**config.mk**
```make
export PLATFORM = sky130hd
export DESIGN_NAME = iha_adder
export DESIGN_NICKNAME = d
export VERILOG_FILES = /design/src/rtl/iha_pkg.sv /design/src/rtl/iha_cell.sv /design/src/rtl/iha_term_detect.sv /design/src/rtl/iha_ctrl.sv /design/src/rtl/iha_adder.sv
export SDC_FILE = /design/constraint.sdc
export NUM_CORES = 1
export LEC_CHECK = 0
export BUFFER_PORTS_ARGS = -buffer_cell sky130_fd_sc_hd__buf_2
export CAP_MARGIN = 0
export CORE_ASPECT_RATIO = 1.25
export CORE_MARGIN = 1.5
export CORE_UTILIZATION = 35
export DETAILED_ROUTE_END_ITERATION = 7
export SLEW_MARGIN = 20
export SYNTH_ARGS = -nofsm -noshare
export SYNTH_HDL_FRONTEND = slang
export SYNTH_HIERARCHICAL = 1
export SYNTH_SLANG_ARGS = --single-unit
```
**constraint.sdc**
```tcl
create_clock -name clk -period 9.25 [get_ports clk]
set_input_delay 1.85 -clock clk [delete_from_list [all_inputs] [get_ports clk]]
set_output_delay 1.85 -clock clk [all_outputs]
set_load 0.01 [all_outputs]
```
**src/rtl/iha_pkg.sv**
```systemverilog
package iha_pkg;

    typedef enum logic [1:0] {
        ST_IDLE = 2'd0,
        ST_RUN  = 2'd1,
        ST_FIN  = 2'd2
    } iha_state_e;

    typedef struct packed {
        logic s;
        logic c;
    } iha_pair_t;

    function automatic int iha_cnt_width(input int w);
        return $clog2(w + 2);
    endfunction

endpackage

```
**src/rtl/iha_cell.sv**
```systemverilog
module iha_cell
    import iha_pkg::*;
(
    input  logic      sel,
    input  logic      opa,
    input  logic      opb,
    input  logic      fb_sum,
    input  logic      fb_carry,
    output iha_pair_t res
);
    logic x;
    logic y;

    always_comb begin
        x     = sel ? fb_sum   : opa;
        y     = sel ? fb_carry : opb;
        res.s = x ^ y;
        res.c = x & y;
    end
endmodule

```
**src/rtl/iha_term_detect.sv**
```systemverilog
module iha_term_detect #(
    parameter int WIDTH = 32
) (
    input  logic           sel,
    input  logic [WIDTH:1] carries,
    output logic           term
);
    always_comb begin
        term = sel & ~(|carries);
    end
endmodule

```
**src/rtl/iha_ctrl.sv**
```systemverilog
module iha_ctrl
    import iha_pkg::*;
#(
    parameter int CNT_W = 6
) (
    input  logic             clk,
    input  logic             rst,
    input  logic             start,
    input  logic             term,
    output logic             sel,
    output logic             load,
    output logic             first,
    output logic             done,
    output logic [CNT_W-1:0] iter_count
);
    iha_state_e       state_q;
    iha_state_e       state_d;
    logic [CNT_W-1:0] iter_q;
    logic             accept;
    logic             step;

    always_comb begin
        accept  = start && (state_q != ST_RUN);
        step    = (state_q == ST_RUN) && !term;
        load    = accept || step;
        first   = accept;
        sel     = (state_q == ST_RUN);
        state_d = state_q;
        if (accept) begin
            state_d = ST_RUN;
        end else if ((state_q == ST_RUN) && term) begin
            state_d = ST_FIN;
        end
    end

    always_ff @(posedge clk) begin
        if (rst) begin
            state_q <= ST_IDLE;
            iter_q  <= '0;
        end else begin
            state_q <= state_d;
            if (accept) begin
                iter_q <= CNT_W'(1);
            end else if (step) begin
                iter_q <= iter_q + 1'b1;
            end
        end
    end

    assign done       = (state_q == ST_FIN);
    assign iter_count = iter_q;
endmodule

```
**src/rtl/iha_adder.sv**
```systemverilog
module iha_adder
    import iha_pkg::*;
#(
    parameter  int WIDTH = 32,
    localparam int CNT_W = iha_pkg::iha_cnt_width(WIDTH)
) (
    input  logic             clk,
    input  logic             rst,
    input  logic             start,
    input  logic [WIDTH-1:0] op_a,
    input  logic [WIDTH-1:0] op_b,
    output logic [WIDTH:0]   sum_out,
    output logic             done,
    output logic [CNT_W-1:0] iter_count
);
    logic [WIDTH-1:0] sum_q;
    logic [WIDTH:1]   carry_q;
    logic             cout_q;
    logic [WIDTH-1:0] next_sum;
    logic [WIDTH:1]   next_carry;
    logic             sel;
    logic             load;
    logic             first;
    logic             term;

    iha_pair_t cell_res [WIDTH];

    for (genvar i = 0; i < WIDTH; i++) begin : g_bit
        logic cin;
        if (i == 0) begin : g_lsb
            assign cin = 1'b0;
        end else begin : g_upper
            assign cin = carry_q[i];
        end

        iha_cell u_cell (
            .sel      (sel),
            .opa      (op_a[i]),
            .opb      (op_b[i]),
            .fb_sum   (sum_q[i]),
            .fb_carry (cin),
            .res      (cell_res[i])
        );

        assign next_sum[i]     = cell_res[i].s;
        assign next_carry[i+1] = cell_res[i].c;
    end

    iha_term_detect #(.WIDTH(WIDTH)) u_term (
        .sel     (sel),
        .carries (carry_q),
        .term    (term)
    );

    iha_ctrl #(.CNT_W(CNT_W)) u_ctrl (
        .clk        (clk),
        .rst        (rst),
        .start      (start),
        .term       (term),
        .sel        (sel),
        .load       (load),
        .first      (first),
        .done       (done),
        .iter_count (iter_count)
    );

    always_ff @(posedge clk) begin
        if (rst) begin
            sum_q   <= '0;
            carry_q <= '0;
            cout_q  <= 1'b0;
        end else if (load) begin
            sum_q   <= next_sum;
            carry_q <= next_carry;
            cout_q  <= (cout_q & ~first) | next_carry[WIDTH];
        end
    end

    assign sum_out = {cout_q, sum_q};
endmodule

```
* Word-level counts from Yosys, hierarchy flattened
Index checks and enable logic that the tools add are counted.
Word-level totals: register bits after elaboration 73, input port bits 67, output and inout port bits 40, word-level logic and storage cells 157
Cells by class: add/subtract/negate cells 1, equal/unequal tests 3, mux-type cells 68, bitwise logic cells 69, reductions and logical operators 9
Operator list (number):
- $mux W1 | 68
- $and A1 B1 Y1 | 34
- $reduce_or A32 Y1 | 1
- $xor A1 B1 Y1 | 32
- $add A6 B1 Y6 const B | 1
- $reduce_bool A2 Y1 | 2
- $logic_and A1 B1 Y1 | 3
- $eq A2 B1 Y1 const B | 1
- $eq A2 B2 Y1 const B | 1
- $ne A2 B1 Y1 const B | 1
- $not A1 Y1 | 2
- $reduce_or A2 Y1 | 1
- $logic_not A1 Y1 | 1
- $logic_or A1 B1 Y1 | 1
- $or A1 B1 Y1 | 1

* Depth between registers and ports, before layout
Gate-level depths: netlist of run 1.
depth after elaboration 7, gate-level depth with buffers 12, depth with buffers taken out 9

* By module
The synthesis of run 1 kept the hierarchy.
Modules (own cells, without submodules):
- iha_adder | times used 1, cells each 213, area an instance 2363.5 um2, seq. area each 1301.2 um2
- iha_cell | times used 32, cells each 3, area an instance 35.0 um2, seq. area each 0.0 um2
- iha_ctrl | times used 1, cells each 40, area an instance 390.4 um2, seq. area each 160.2 um2
- iha_term_detect | times used 1, cells each 12, area an instance 103.8 um2, seq. area each 0.0 um2

* Worst setup path after synthesis of run 1
Ideal clock, no wire load.
kind reg-to-reg, from reg u_ctrl.state_q[0], to reg carry_q[21] (netlist bit), arrival 3555 ps, data required time 9122 ps, path slack 5568 ps, stages on the path, launching flop included 13, path buffers 3, path through dfxtp_1 nand2b_4 inv_1 nor4b_2 nand4_1 nor3_2 nor3b_1 or2_2 buf_6 buf_12 buf_12 mux2i_1 nor2_1
On the way: cells in the longest elaborated chain, start to end 5, elaborated cells on any way between the ends 10
RTL lines:
- start, declared | RTL line iha_ctrl.sv:16 | iha_state_e state_q;
- start signal, assigned | RTL line iha_ctrl.sv:41 | state_q <= state_d;
- $eq A2 B1 Y1 | RTL line iha_ctrl.sv:27 | sel = (state_q == ST_RUN);
- named net sel | RTL line iha_adder.sv:21 | logic sel;
- $and A1 B1 Y1 | RTL line iha_term_detect.sv:9 | term = sel & ~(|carries);
- named net term | RTL line iha_adder.sv:24 | logic term;
- $logic_not A1 Y1 | RTL line iha_ctrl.sv:24 | step = (state_q == ST_RUN) && !term;
- $logic_and A1 B1 Y1 | RTL line iha_ctrl.sv:24
- $logic_or A1 B1 Y1 | RTL line iha_ctrl.sv:25 | load = accept || step;
- named net load | RTL line iha_adder.sv:22 | logic load;
- end signal, assigned | RTL line iha_adder.sv:74 | carry_q <= next_carry;
- end, declared | RTL line iha_adder.sv:17 | logic [WIDTH:1] carry_q;
The timed path passes the listed nets, and every way through them passes these cells. A chain may end at the register's enable or synchronous reset.

* Worst setup path after layout of run 1
from in start, to reg sum_q[15]
On the way: cells in the longest elaborated chain, start to end 2
RTL lines:
- start, declared | RTL line iha_adder.sv:9 | input logic start,
- $logic_and A1 B1 Y1 | RTL line iha_ctrl.sv:23 | accept = start && (state_q != ST_RUN);
- named net first | RTL line iha_adder.sv:23 | logic first;
- $logic_or A1 B1 Y1 | RTL line iha_ctrl.sv:25
- named net load | RTL line iha_adder.sv:22
- end signal, assigned | RTL line iha_adder.sv:73 | sum_q <= next_sum;
- end, declared | RTL line iha_adder.sv:16 | logic [WIDTH-1:0] sum_q;
The timed path passes the listed nets, and every way through them passes these cells.

==> results of run 1 <==
-- metal layers --
metal,vias to the layer above,track usage (%)
met5,-,0
met4,0,5.28
met3,7,3.90
met2,64,22.3
met1,1346,17.5
li1,1503,-
-- layout make-up --
cell class	count	area share, %
clock inverters	2	0.206
well taps	135	3.48
inverters	2	0.155
flip-flops and latches	73	30.1
clock buffers	14	5.85
repair buffers	109	11.8
multi-input cells	270	48.4
-- cells by family (layout without fill, tap and decap cells) --
family          after synthesis  in the layout  share of synthesized area [%]
compound gates               16             16                           2.55
other cells                   1              1                         0.0942
xor+xnor                      1              1                          0.220
simple gates                 92             92                           11.8
mux                         127            127                           34.0
flops                        73             73                           36.7
fa+ha+maj                    33             33                           10.4
buf+inv                      18            127                           4.25
-- power by group through the flow --
stage          clock (mW)  sequential (mW)  combinational [mW]
2_1_floorplan           0            0.381               0.163
3_3_place_gp            0            0.375               0.218
3_5_place_dp            0            0.376               0.224
4_1_cts             0.346            0.370               0.225
5_1_grt             0.361            0.374               0.245
6_report            0.334            0.369               0.220
-- sequential cells by signal (all words and copies together), names as in the netlist --
register,flops
u_ctrl/iter_count,6
cout_q,1
sum_q,32
carry_q,32
u_ctrl/state_q,2
-- metrics by stage --
stage	utilization (%)	instances	hold slack [ns]
2_1_floorplan	-	361	0.461
3_3_place_gp	40.9	588	0.460
3_5_place_dp	41.2	589	0.473
4_1_cts	43.8	605	0.483
5_1_grt	43.8	605	0.502
6_report	43.8	605	0.482
-- cells in the final DEF, fill, tap and decap left out, types with 2 or more instances in the layout --
master,count
buf_2,106
dfxtp_1,73
nor2_1,67
mux2_2,64
mux2i_1,63
ha_1,33
clkbuf_16,9
a21oi_1,8
clkbuf_8,4
nand2_1,3
nand4_1,3
nor4_2,3
nor4_1,3
clkinv_2,2
buf_4,2
o21ai_0,2
-- how the worst max path moves through the flow --
| stage | to | cells after the start | startpoint |
|---|---|---|---|
| after floorplan | carry_q[21] | 12 | u_ctrl/state_q[0] |
| after global placement | cout_q | 5 | start |
| after detailed placement | sum_q[15] | 6 | start |
| after CTS | carry_q[25] | 6 | start |
| after global routing | carry_q[29] | 6 | start |
| final | sum_q[15] | 6 | start |
-- critical path, cell delays in order --
cell	delay (ns)
buf_2	0.09
and2_2	0.16
or2_4	0.47
buf_16	0.32
mux2i_1	0.23
nor2_1	0.05
==> flow_summary.rst, run 1 <==
.. list-table::
   :header-rows: 1

   * - Metric
     - Value
   * - Sink count of the clock tree
     - 73
   * - Slack of the critical path
     - just over 6 ns
   * - Synthesized area per cell
     - 11.0 µm²
   * - Warnings from Yosys
     - 6
   * - Slew at the pin closest to its max-slew limit
     - just over 0.8 ns
   * - Seq. cell area
     - between 1000 and 1500 µm²
   * - IR drop worst, VDD
     - approximately 0.073 mV
   * - Kind of critical path
     - in2reg
   * - RR Endpoint
     - cout_q
   * - CTS Hold Bufs
     - 0
   * - Reg2Reg Depth
     - 10
   * - Combined global-route utilization of all metal layers
     - 13.8%
   * - Worst-case clock buffer depth
     - 2
   * - Share of layout cells above drive strength 1
     - 43.4%
   * - Number of levels in the clock H-tree
     - 3
   * - Die height
     - between 100 and 150 µm
   * - Share of async-settable or async-resettable flops after synthesis
     - 0%
   * - Layout-stage area growth over the synthesis result
     - 22.0%
   * - Grt total ovfl
     - 0
   * - Placement-stage worst setup slack
     - slightly below 6 ns
   * - Synthesis-stage register bit count
     - between 70 and 80
   * - End of the worst hold path
     - carry_q[32]
   * - Top cells by count, synth
     - dfxtp_1 (73), nor2_1 (67), mux2_2 (64)
   * - Flop-to-flop setup slack
     - around 6.5 ns
   * - Number of antenna violations at the first check in global routing
     - 0
   * - Worst min path class
     - reg2reg
   * - Cell types with the largest area share after synthesis
     - dfxtp_1 (37%), mux2_2 (18%), mux2i_1 (16%)
   * - Routability Congestion
     - roughly 0.73
   * - Maximum capacitance violations
     - 0
   * - Area share of the largest cell type after synthesis
     - 36.7%
   * - Yosys top cell by area
     - dfxtp_1
   * - CP endpoint kind
     - register
   * - Total of cells resized after clock tree synthesis
     - 0
   * - Routed len/inst
     - 13.6 µm
   * - Most used standard cell by instance count after synthesis
     - dfxtp_1
   * - Footprint of the multi-input gates
     - ~2400 µm²
   * - Net Count, Synth
     - ~460
   * - Type of element launching the critical path
     - input pin
   * - Antenna violation net count after detailed routing
     - 0
   * - Worst hold path stage count
     - 2
   * - Critical path peak fanout
     - 39
   * - Final nets
     - around 570
   * - Register share of total power
     - 40.0%
   * - Final hold violation count
     - 0
   * - Number of design rule violations left after detail routing
     - 0
   * - Worst Clk Skew
     - 0.00605 ns
   * - Setup bufs post-CTS
     - 0
   * - Logic gate share of total power
     - a little under a quarter
   * - Clock transition time at the flip-flop clock pins of the worst setup and hold paths
     - around 0.050 ns
   * - Final setup viols
     - 0
   * - Switching power share of the total
     - 27.4%
   * - Unique cell type count in the Yosys netlist
     - 38
   * - Total number of vias
     - between 2000 and 3000
   * - Final Critical Period
     - between 3 and 4 ns
   * - Slew Limit Headroom
     - between 40% and 50%
   * - Port Buffers
     - roughly 110
   * - CTS tree
     - yes
   * - Register area share after synthesis
     - 36.7%
   * - Post-detailed-placement half-perimeter wirelength
     - between 5 and 6 mm
   * - Outcome
     - finished clean
   * - Chip width
     - 98.4 µm
   * - Number of primary I/O pins
     - between 100 and 150
   * - Unrepaired setup endpoints after global routing
     - false
   * - Gate count after technology mapping
     - around 360
   * - First-pass GRT wire length
     - ~13 mm
   * - Dominant synthesized flop cell
     - dfxtp_1
   * - Standard cell area after detailed placement
     - roughly 4600 µm²
   * - Largest net degree at the start of global routing
     - 69
   * - Full die area
     - approximately 12000 µm²
   * - Cell area after layout
     - approximately 4900 µm²
   * - Number of inserted filler cells in the final layout
     - approximately 1100
   * - Clock Latency Late Sink
     - roughly 0.33 ns
   * - Required time reported for the critical path endpoint
     - 9.44 ns
   * - Achievable clock frequency
     - 0.332 GHz
   * - Top routing layer in use
     - met4
   * - Clock group share of total power
     - between 30% and 40%
   * - Number of pins exceeding their max-slew limit in the final report
     - 0
   * - Post-synthesis instance area
     - 3980 µm²
   * - R2R Path Start
     - u_ctrl/state_q[0]
   * - Fin crit share
     - between 30 and 40%
   * - Initial DRC count
     - 97
   * - Detail-routed via count per cell
     - roughly 4.8
   * - Floorplan row count
     - 43
   * - Internal power
     - between 0.6 and 0.7 mW
   * - Vias in the first global route
     - about 2700
   * - Final Total Pwr
     - slightly above 0.9 mW
   * - CORE AREA
     - about 11000 µm²
   * - Leakage power summed over all cells
     - 2.41 nW
   * - Clock Root Buffer
     - clkbuf_16
   * - DRT Pass-1 Iters
     - 4
   * - Metal-1 WL
     - 3.94 mm
   * - Total length of routed met3 wires
     - 350 µm
   * - Clock buffer count from CTS
     - 9
   * - Initial Utilization
     - between 30% and 40%
   * - Routed wire length on met2
     - around 3.8 mm
   * - Drt total wl
     - 8.25 mm
   * - HP Start
     - carry_q[32]
   * - Net switching power of the design
     - 0.253 mW
   * - Setup TNS after final layout
     - 0 ns
   * - Pwr/cell area
     - about 190 nW/µm²
   * - Data arrival time at the worst-slack endpoint
     - 3.20 ns
   * - Antenna cell count
     - 0
   * - Number of synthesized flops with an enable pin
     - 0
No activity file was read; power rests on OpenSTA's default activity.
==> run 2: changes to the inputs <==
clock period = 2.9 ns   (was 9.25 ns; I/O delays follow)
==> flow_summary.rst, run 2 (same netlist as run 1, synthesis figures left out) <==
.. list-table::
   :header-rows: 1

   * - Metric
     - Value
   * - Outcome
     - finished clean
   * - Total number of vias
     - 2950 (+1.0%)
   * - Initial DRC count
     - 65 (-33%)
   * - Sum of buffers and inverters on the critical path
     - 2 (unchanged)
   * - Port Buffers
     - 106 (unchanged)
   * - Post-detailed-placement half-perimeter wirelength
     - 6.20 mm (+7.7%)
   * - Standard cell area after detailed placement
     - 4570 µm² (about the same)
   * - Number of antenna violations at the first check in global routing
     - 0 (unchanged)
   * - Final Critical Period
     - 2.47 ns
   * - Crit-path slowest cell
     - or2_4
   * - Util after Layout
     - 43.8% (about the same)
   * - IR drop worst, VDD
     - 0.252 mV (+240%)
   * - Most frequent cells in the layout
     - buf_2 (106), dfxtp_1 (72), nor2_1 (67)
   * - Slew Limit Headroom
     - 44.3% (-0.81 points)
   * - Cell area after layout
     - 4860 µm² (about the same)
   * - Critical path peak fanout
     - 43 (+10%)
   * - Total of cells resized after clock tree synthesis
     - 0 (unchanged)
   * - Routed len/inst
     - 14.3 µm (+5.2%)
   * - Vias in the first global route
     - 2924 (+8.2%)
   * - Maximum capacitance violations
     - 0 (unchanged)
   * - Detail-routed via count per cell
     - 4.88 (+1.0%)
   * - Cell Chain, Critical Path
     - nand2b_4 > clkinvlp_4 > nor4b_2 > nand4_1 > nor3_4 > nor3b_2 > or2_4 > buf_16 > mux2i_1 > nor2_1
   * - Share of layout cells above drive strength 1
     - 43.4% (unchanged)
   * - Worst Clk Skew
     - 0.00423 ns (-0.00182 ns)
   * - Register share of total power
     - 40.7% (+0.7 points)
   * - Number of levels in the clock H-tree
     - 3 (unchanged)
   * - Final nets
     - 567 (+0.35%)
   * - Floorplan row count
     - 43 (unchanged)
   * - Logic gate share of total power
     - 24.6% (+0.8 points)
   * - Number of pins exceeding their max-slew limit in the final report
     - 0 (unchanged)
   * - Delay-heaviest family, CP
     - simple AND/OR/NAND/NOR gates
   * - Slew at the pin closest to its max-slew limit
     - 0.836 ns (+0.0121 ns)
   * - Antenna cell count
     - 0 (unchanged)
   * - Required time reported for the critical path endpoint
     - 3.10 ns (-6.34 ns)
   * - Slowest stage delay, CP
     - 0.48 ns (about the same)
   * - Die height
     - 122 µm (unchanged)
   * - Number of design rule violations left after detail routing
     - 0 (unchanged)
   * - Type of element launching the critical path
     - register
   * - Full die area
     - 12000 µm² (unchanged)
   * - Clock group share of total power
     - 34.7% (-1.5 points)
   * - Switching power share of the total
     - 27.8% (+0.45 points)
   * - Largest net degree at the start of global routing
     - 67 (-2.9%)
   * - Worst-case clock buffer depth
     - 2 (unchanged)
   * - Setup TNS after final layout
     - 0 ns (unchanged)
   * - Net switching power of the design
     - 0.806 mW (+220%)
   * - Worst hold path stage count
     - 2 (unchanged)
   * - HP Start
     - u_ctrl/iter_count[5]
   * - CTS tree
     - yes
   * - Grt total ovfl
     - 0 (unchanged)
   * - Reg2Reg Depth
     - 10 (unchanged)
   * - Routability Congestion
     - 0.769 (+5.9%)
   * - Data arrival time at the worst-slack endpoint
     - 2.67 ns (-0.53 ns)
   * - Setup bufs post-CTS
     - 0 (unchanged)
   * - Number of primary I/O pins
     - 107 (unchanged)
   * - Drt total wl
     - 8.67 mm (+5.2%)
   * - Final hold violation count
     - 0 (unchanged)
   * - Most common cell after layout, fill and taps aside
     - buf_2
   * - Antenna violation net count after detailed routing
     - 0 (unchanged)
   * - Clock Root Buffer
     - clkbuf_16
   * - Fin crit share
     - a little under nine tenths
   * - Kind of critical path
     - reg2reg
   * - R2R Path Start
     - u_ctrl/state_q[1]
   * - CTS Hold Bufs
     - 0 (unchanged)
   * - Internal power
     - 2.09 mW (+210%)
   * - End of the worst hold path
     - u_ctrl/iter_count[5]
   * - Final setup viols
     - 0 (unchanged)
   * - Achievable clock frequency
     - around 0.4 GHz
   * - Layout-stage area growth over the synthesis result
     - 22.1% (about the same)
   * - Unrepaired setup endpoints after global routing
     - false
   * - Initial Utilization
     - 35.9% (unchanged)
   * - First-pass GRT wire length
     - 14.0 mm (+6.2%)
   * - Sink count of the clock tree
     - 73 (unchanged)
   * - Clock buffer count from CTS
     - 9 (unchanged)
   * - Chip width
     - 98.4 µm (unchanged)
   * - CORE AREA
     - 11100 µm² (unchanged)
   * - Pwr/cell area
     - 597 nW/µm² (+210%)
   * - Clock Latency Late Sink
     - 0.33 ns (about the same)
   * - Combined global-route utilization of all metal layers
     - 14.8% (+0.97 points)
   * - DRT Pass-1 Iters
     - 4 (unchanged)
   * - Clock transition time at the flip-flop clock pins of the worst setup and hold paths
     - 0.05 ns (about the same)
   * - CP endpoint kind
     - register
   * - Worst min path class
     - reg2reg
   * - Leakage power summed over all cells
     - 2.40 nW (-0.39%)
   * - RR Endpoint
     - sum_q[7]
   * - Flop-to-flop setup slack
     - 0.43 ns (-6.08 ns)
run 2: cell count changes in the layout (fill, tap and decap cells not counted):
cell	delta
inv_2	-1
nor3_4	+1
nor3_2	-1
clkbuf_1	+2
clkbuf_8	-2
buf_4	+2
dfxtp_2	+1
nor3b_2	+1
nor3b_1	-1
clkinvlp_4	+1
dfxtp_1	-1
clkinv_2	-2
run 2: final cells by class:
| cell class | instances | area (µm²) |
|---|---|---|
| inverter | 2 | 11.3 |
| tap | 135 | 169 |
| timing repair buffer | 111 | 588 |
| clock buffer | 14 | 264 |
| fill | 1098 | 6230 |
| sequential | 73 | 1460 |
| multi-input combinational | 270 | 2360 |
run 2: per-layer routing:
metal  wire length [µm]  vias to the layer above  GRT usage, %
li1                   -                     1496             -
met4                182                        0          6.43
met2               4270                       70          24.3
met3                370                       13          4.30
met1               3850                     1371          18.0
met5                  0                        -             0
run 2: worst max-delay path by stage:
stage                  endpoint  cells past startpoint         startpoint  slack [ns]
floorplan              sum_q[0]                     12  u_ctrl/state_q[1]       -0.07
global placement      sum_q[22]                      9  u_ctrl/state_q[1]        0.27
detailed placement    sum_q[14]                      9  u_ctrl/state_q[1]        0.19
CTS                 carry_q[26]                      9  u_ctrl/state_q[1]        0.17
global route             cout_q                      8        carry_q[24]        0.24
finish                 sum_q[7]                     10  u_ctrl/state_q[1]        0.43
run 2: power groups by stage:
stage	sequential (mW)	combinational [mW]	clock, mW
after global placement	1.20	0.704	0
after detailed placement	1.20	0.724	0
after global routing	1.19	0.800	1.08
after CTS	1.18	0.726	1.04
final	1.18	0.715	1.01
after floorplan	1.22	0.526	0
run 2: worst register-to-register path: cells and delay by family (launching register included):
family | cells | cell delay (ns)
AND/OR/NAND/NOR | 7 | 1.32
buffers and inverters | 2 | 0.43
flip-flops | 1 | 0.36
multiplexers | 1 | 0.25
run 2: per-stage QoR:
stage | instances | setup WS, ns | power [mW] | hold slack [ns]
global placement | 590 | 0.271 | 1.90 | 0.478
CTS | 604 | 0.168 | 2.94 | 0.493
detailed placement | 590 | 0.188 | 1.92 | 0.485
finish | 605 | 0.430 | 2.90 | 0.491
global route | 605 | 0.240 | 3.07 | 0.520
floorplan | 361 | -0.0717 | 1.74 | 0.461
==> run 3: changes to the inputs <==
CTS_BUF_LIST = sky130_fd_sc_hd__clkbuf_16   (was default)
==> flow_summary.rst, run 3 (same netlist as run 1, synthesis figures left out) <==
.. list-table::
   :header-rows: 1

   * - Metric
     - Value
   * - Number of levels in the clock H-tree
     - 3 (unchanged)
   * - Layout-stage area growth over the synthesis result
     - 21.6%
   * - Unrepaired setup endpoints after global routing
     - false
   * - Critical path peak fanout
     - 43 (unchanged)
   * - Data arrival time at the worst-slack endpoint
     - 2.68 ns (about the same)
   * - Worst min path class
     - reg2reg
   * - Maximum capacitance violations
     - 0 (unchanged)
   * - Slew Limit Headroom
     - 44.3% (+0.063 points)
   * - Slew at the pin closest to its max-slew limit
     - 0.835 ns (-0.000940 ns)
   * - Final nets
     - 567 (unchanged)
   * - Slowest stage delay, CP
     - 0.48 ns (about the same)
   * - R2R Path Start
     - u_ctrl/state_q[1]
   * - Pwr/cell area
     - 587 nW/µm² (-1.7%)
   * - Worst hold path stage count
     - 2 (unchanged)
   * - Achievable clock frequency
     - 0.404 GHz (-0.21%)
   * - Detail-routed via count per cell
     - 4.87 (-0.14%)
   * - Outcome
     - finished clean
   * - Clock transition time at the flip-flop clock pins of the worst setup and hold paths
     - 0.05 ns (about the same)
   * - Full die area
     - 12000 µm² (unchanged)
   * - Port Buffers
     - 106 (unchanged)
   * - First-pass GRT wire length
     - 14.0 mm (about the same)
   * - Number of antenna violations at the first check in global routing
     - 0 (unchanged)
   * - Drt total wl
     - 8.68 mm (about the same)
   * - Floorplan row count
     - 43 (unchanged)
   * - Cell Chain, Critical Path
     - nand2b_4 > clkinvlp_4 > nor4b_2 > nand4_1 > nor3_4 > nor3b_2 > or2_4 > buf_16 > mux2i_1 > nor2_1
   * - Routed len/inst
     - 14.4 µm (about the same)
   * - DRT Pass-1 Iters
     - 4 (unchanged)
   * - Chip width
     - 98.4 µm (unchanged)
   * - IR drop worst, VDD
     - 0.248 mV (-1.8%)
   * - HP Start
     - u_ctrl/iter_count[5]
   * - Most frequent cells in the layout
     - buf_2 (106), dfxtp_1 (72), nor2_1 (67)
   * - Reg2Reg Depth
     - 10 (unchanged)
   * - Crit-path slowest cell
     - or2_4
   * - Placement-stage worst setup slack
     - 0.188 ns (unchanged)
   * - Number of primary I/O pins
     - 107 (unchanged)
   * - Final setup viols
     - 0 (unchanged)
   * - Routability Congestion
     - 0.769 (unchanged)
   * - Clock buffer count from CTS
     - 9 (unchanged)
   * - Number of design rule violations left after detail routing
     - 0 (unchanged)
   * - Share of layout cells above drive strength 1
     - 43.0% (-0.43 points)
   * - Setup bufs post-CTS
     - 0 (unchanged)
   * - Worst Clk Skew
     - 0.00457 ns (+0.000340 ns)
   * - Sink count of the clock tree
     - 73 (unchanged)
   * - Initial DRC count
     - 65 (unchanged)
   * - Vias in the first global route
     - 2925 (+0.034%)
   * - Required time reported for the critical path endpoint
     - 3.10 ns (about the same)
   * - Initial Utilization
     - 35.9% (unchanged)
   * - Kind of critical path
     - reg2reg
   * - Leakage power summed over all cells
     - 2.40 nW (about the same)
   * - Final Critical Period
     - 2.48 ns (+0.00533 ns)
   * - Clock Root Buffer
     - clkbuf_16
   * - Antenna cell count
     - 0 (unchanged)
   * - Fin crit share
     - 85.4% (+0.18 points)
   * - Type of element launching the critical path
     - register
   * - Hold WS
     - 0.489 ns (-0.00144 ns)
   * - CORE AREA
     - 11100 µm² (unchanged)
   * - Slack of the critical path
     - 0.425 ns (-0.00533 ns)
   * - Total number of vias
     - 2946 (-0.14%)
   * - Clock Latency Late Sink
     - 0.33 ns (about the same)
   * - Largest net degree at the start of global routing
     - 67 (unchanged)
   * - CTS Hold Bufs
     - 0 (unchanged)
   * - Post-detailed-placement half-perimeter wirelength
     - 6.20 mm (unchanged)
   * - Number of pins exceeding their max-slew limit in the final report
     - 0 (unchanged)
   * - Most common cell after layout, fill and taps aside
     - buf_2
   * - Grt total ovfl
     - 0 (unchanged)
   * - Number of inserted filler cells in the final layout
     - 1104 (+0.55%)
   * - CP endpoint kind
     - register
   * - Final hold violation count
     - 0 (unchanged)
   * - Combined global-route utilization of all metal layers
     - 14.8% (about the same)
   * - Die height
     - 122 µm (unchanged)
   * - Antenna violation net count after detailed routing
     - 0 (unchanged)
   * - Total of cells resized after clock tree synthesis
     - 0 (unchanged)
   * - CTS tree
     - yes
   * - Startpoint of the worst setup timing path
     - u_ctrl/state_q[1]
   * - Flop-to-flop setup slack
     - 0.42 ns (about the same)
   * - Worst-case clock buffer depth
     - 2 (unchanged)
-- run 3: cell count changes in the layout (fill, tap and decap cells not counted) --
| cell | change |
|---|---|
| clkbuf_1 | -3 |
| clkinv_1 | +2 |
| inv_1 | +3 |
| clkbuf_8 | -2 |
-- run 3: power breakdown --
group	switching (mW)	internal (mW)
logic	0.341	0.374
clock network	0.390	0.553
registers	0.0774	1.10
-- run 3: final cells by class --
type / instances / area [µm²] / area share (%)
multi-input combinational: 270 / 2360 / 48.8
inverter: 2 / 11.3 / 0.233
sequential: 73 / 1460 / 30.2
clock buffer: 9 / 225 / 4.66
tap: 135 / 169 / 3.49
clock inverter: 5 / 18.8 / 0.388
timing repair buffer: 111 / 588 / 12.2
-- run 3: final timing paths --
| path | to |
|---|---|
| worst max register to register | sum_q[7] |
| worst min register to register | u_ctrl/iter_count[5] |
| worst max-delay path | sum_q[7] |
| worst min-delay path | u_ctrl/iter_count[5] |
-- run 3: metrics by stage --
step	cell area, µm²	setup TNS [ns]	instances	total power [mW]	util, %
3_3_place_gp	4570	0	590	1.90	41.2
3_5_place_dp	4570	0	590	1.92	41.2
2_1_floorplan	4000	-2.87	361	1.74	-
4_1_cts	4810	0	604	2.88	43.4
5_1_grt	4840	0	605	3.01	43.6
6_report	4840	0	605	2.84	43.6
-- run 3: per-layer routing --
| metal | vias to the layer above | share of wire, % | track usage, % |
|---|---|---|---|
| met5 | - | 0 | 0 |
| met4 | 0 | 2.4 | 6.43 |
| met2 | 68 | 49 | 24.3 |
| met1 | 1368 | 44 | 18.0 |
| met3 | 14 | 4.2 | 4.30 |
| li1 | 1496 | - | - |
-- run 3: critical path: cells and delay by family (launching register included) --
kind / cells / cell delay (ns)
flip-flops: 1 / 0.36
multiplexers: 1 / 0.22
AND/OR/NAND/NOR: 7 / 1.31
buffers and inverters: 2 / 0.41
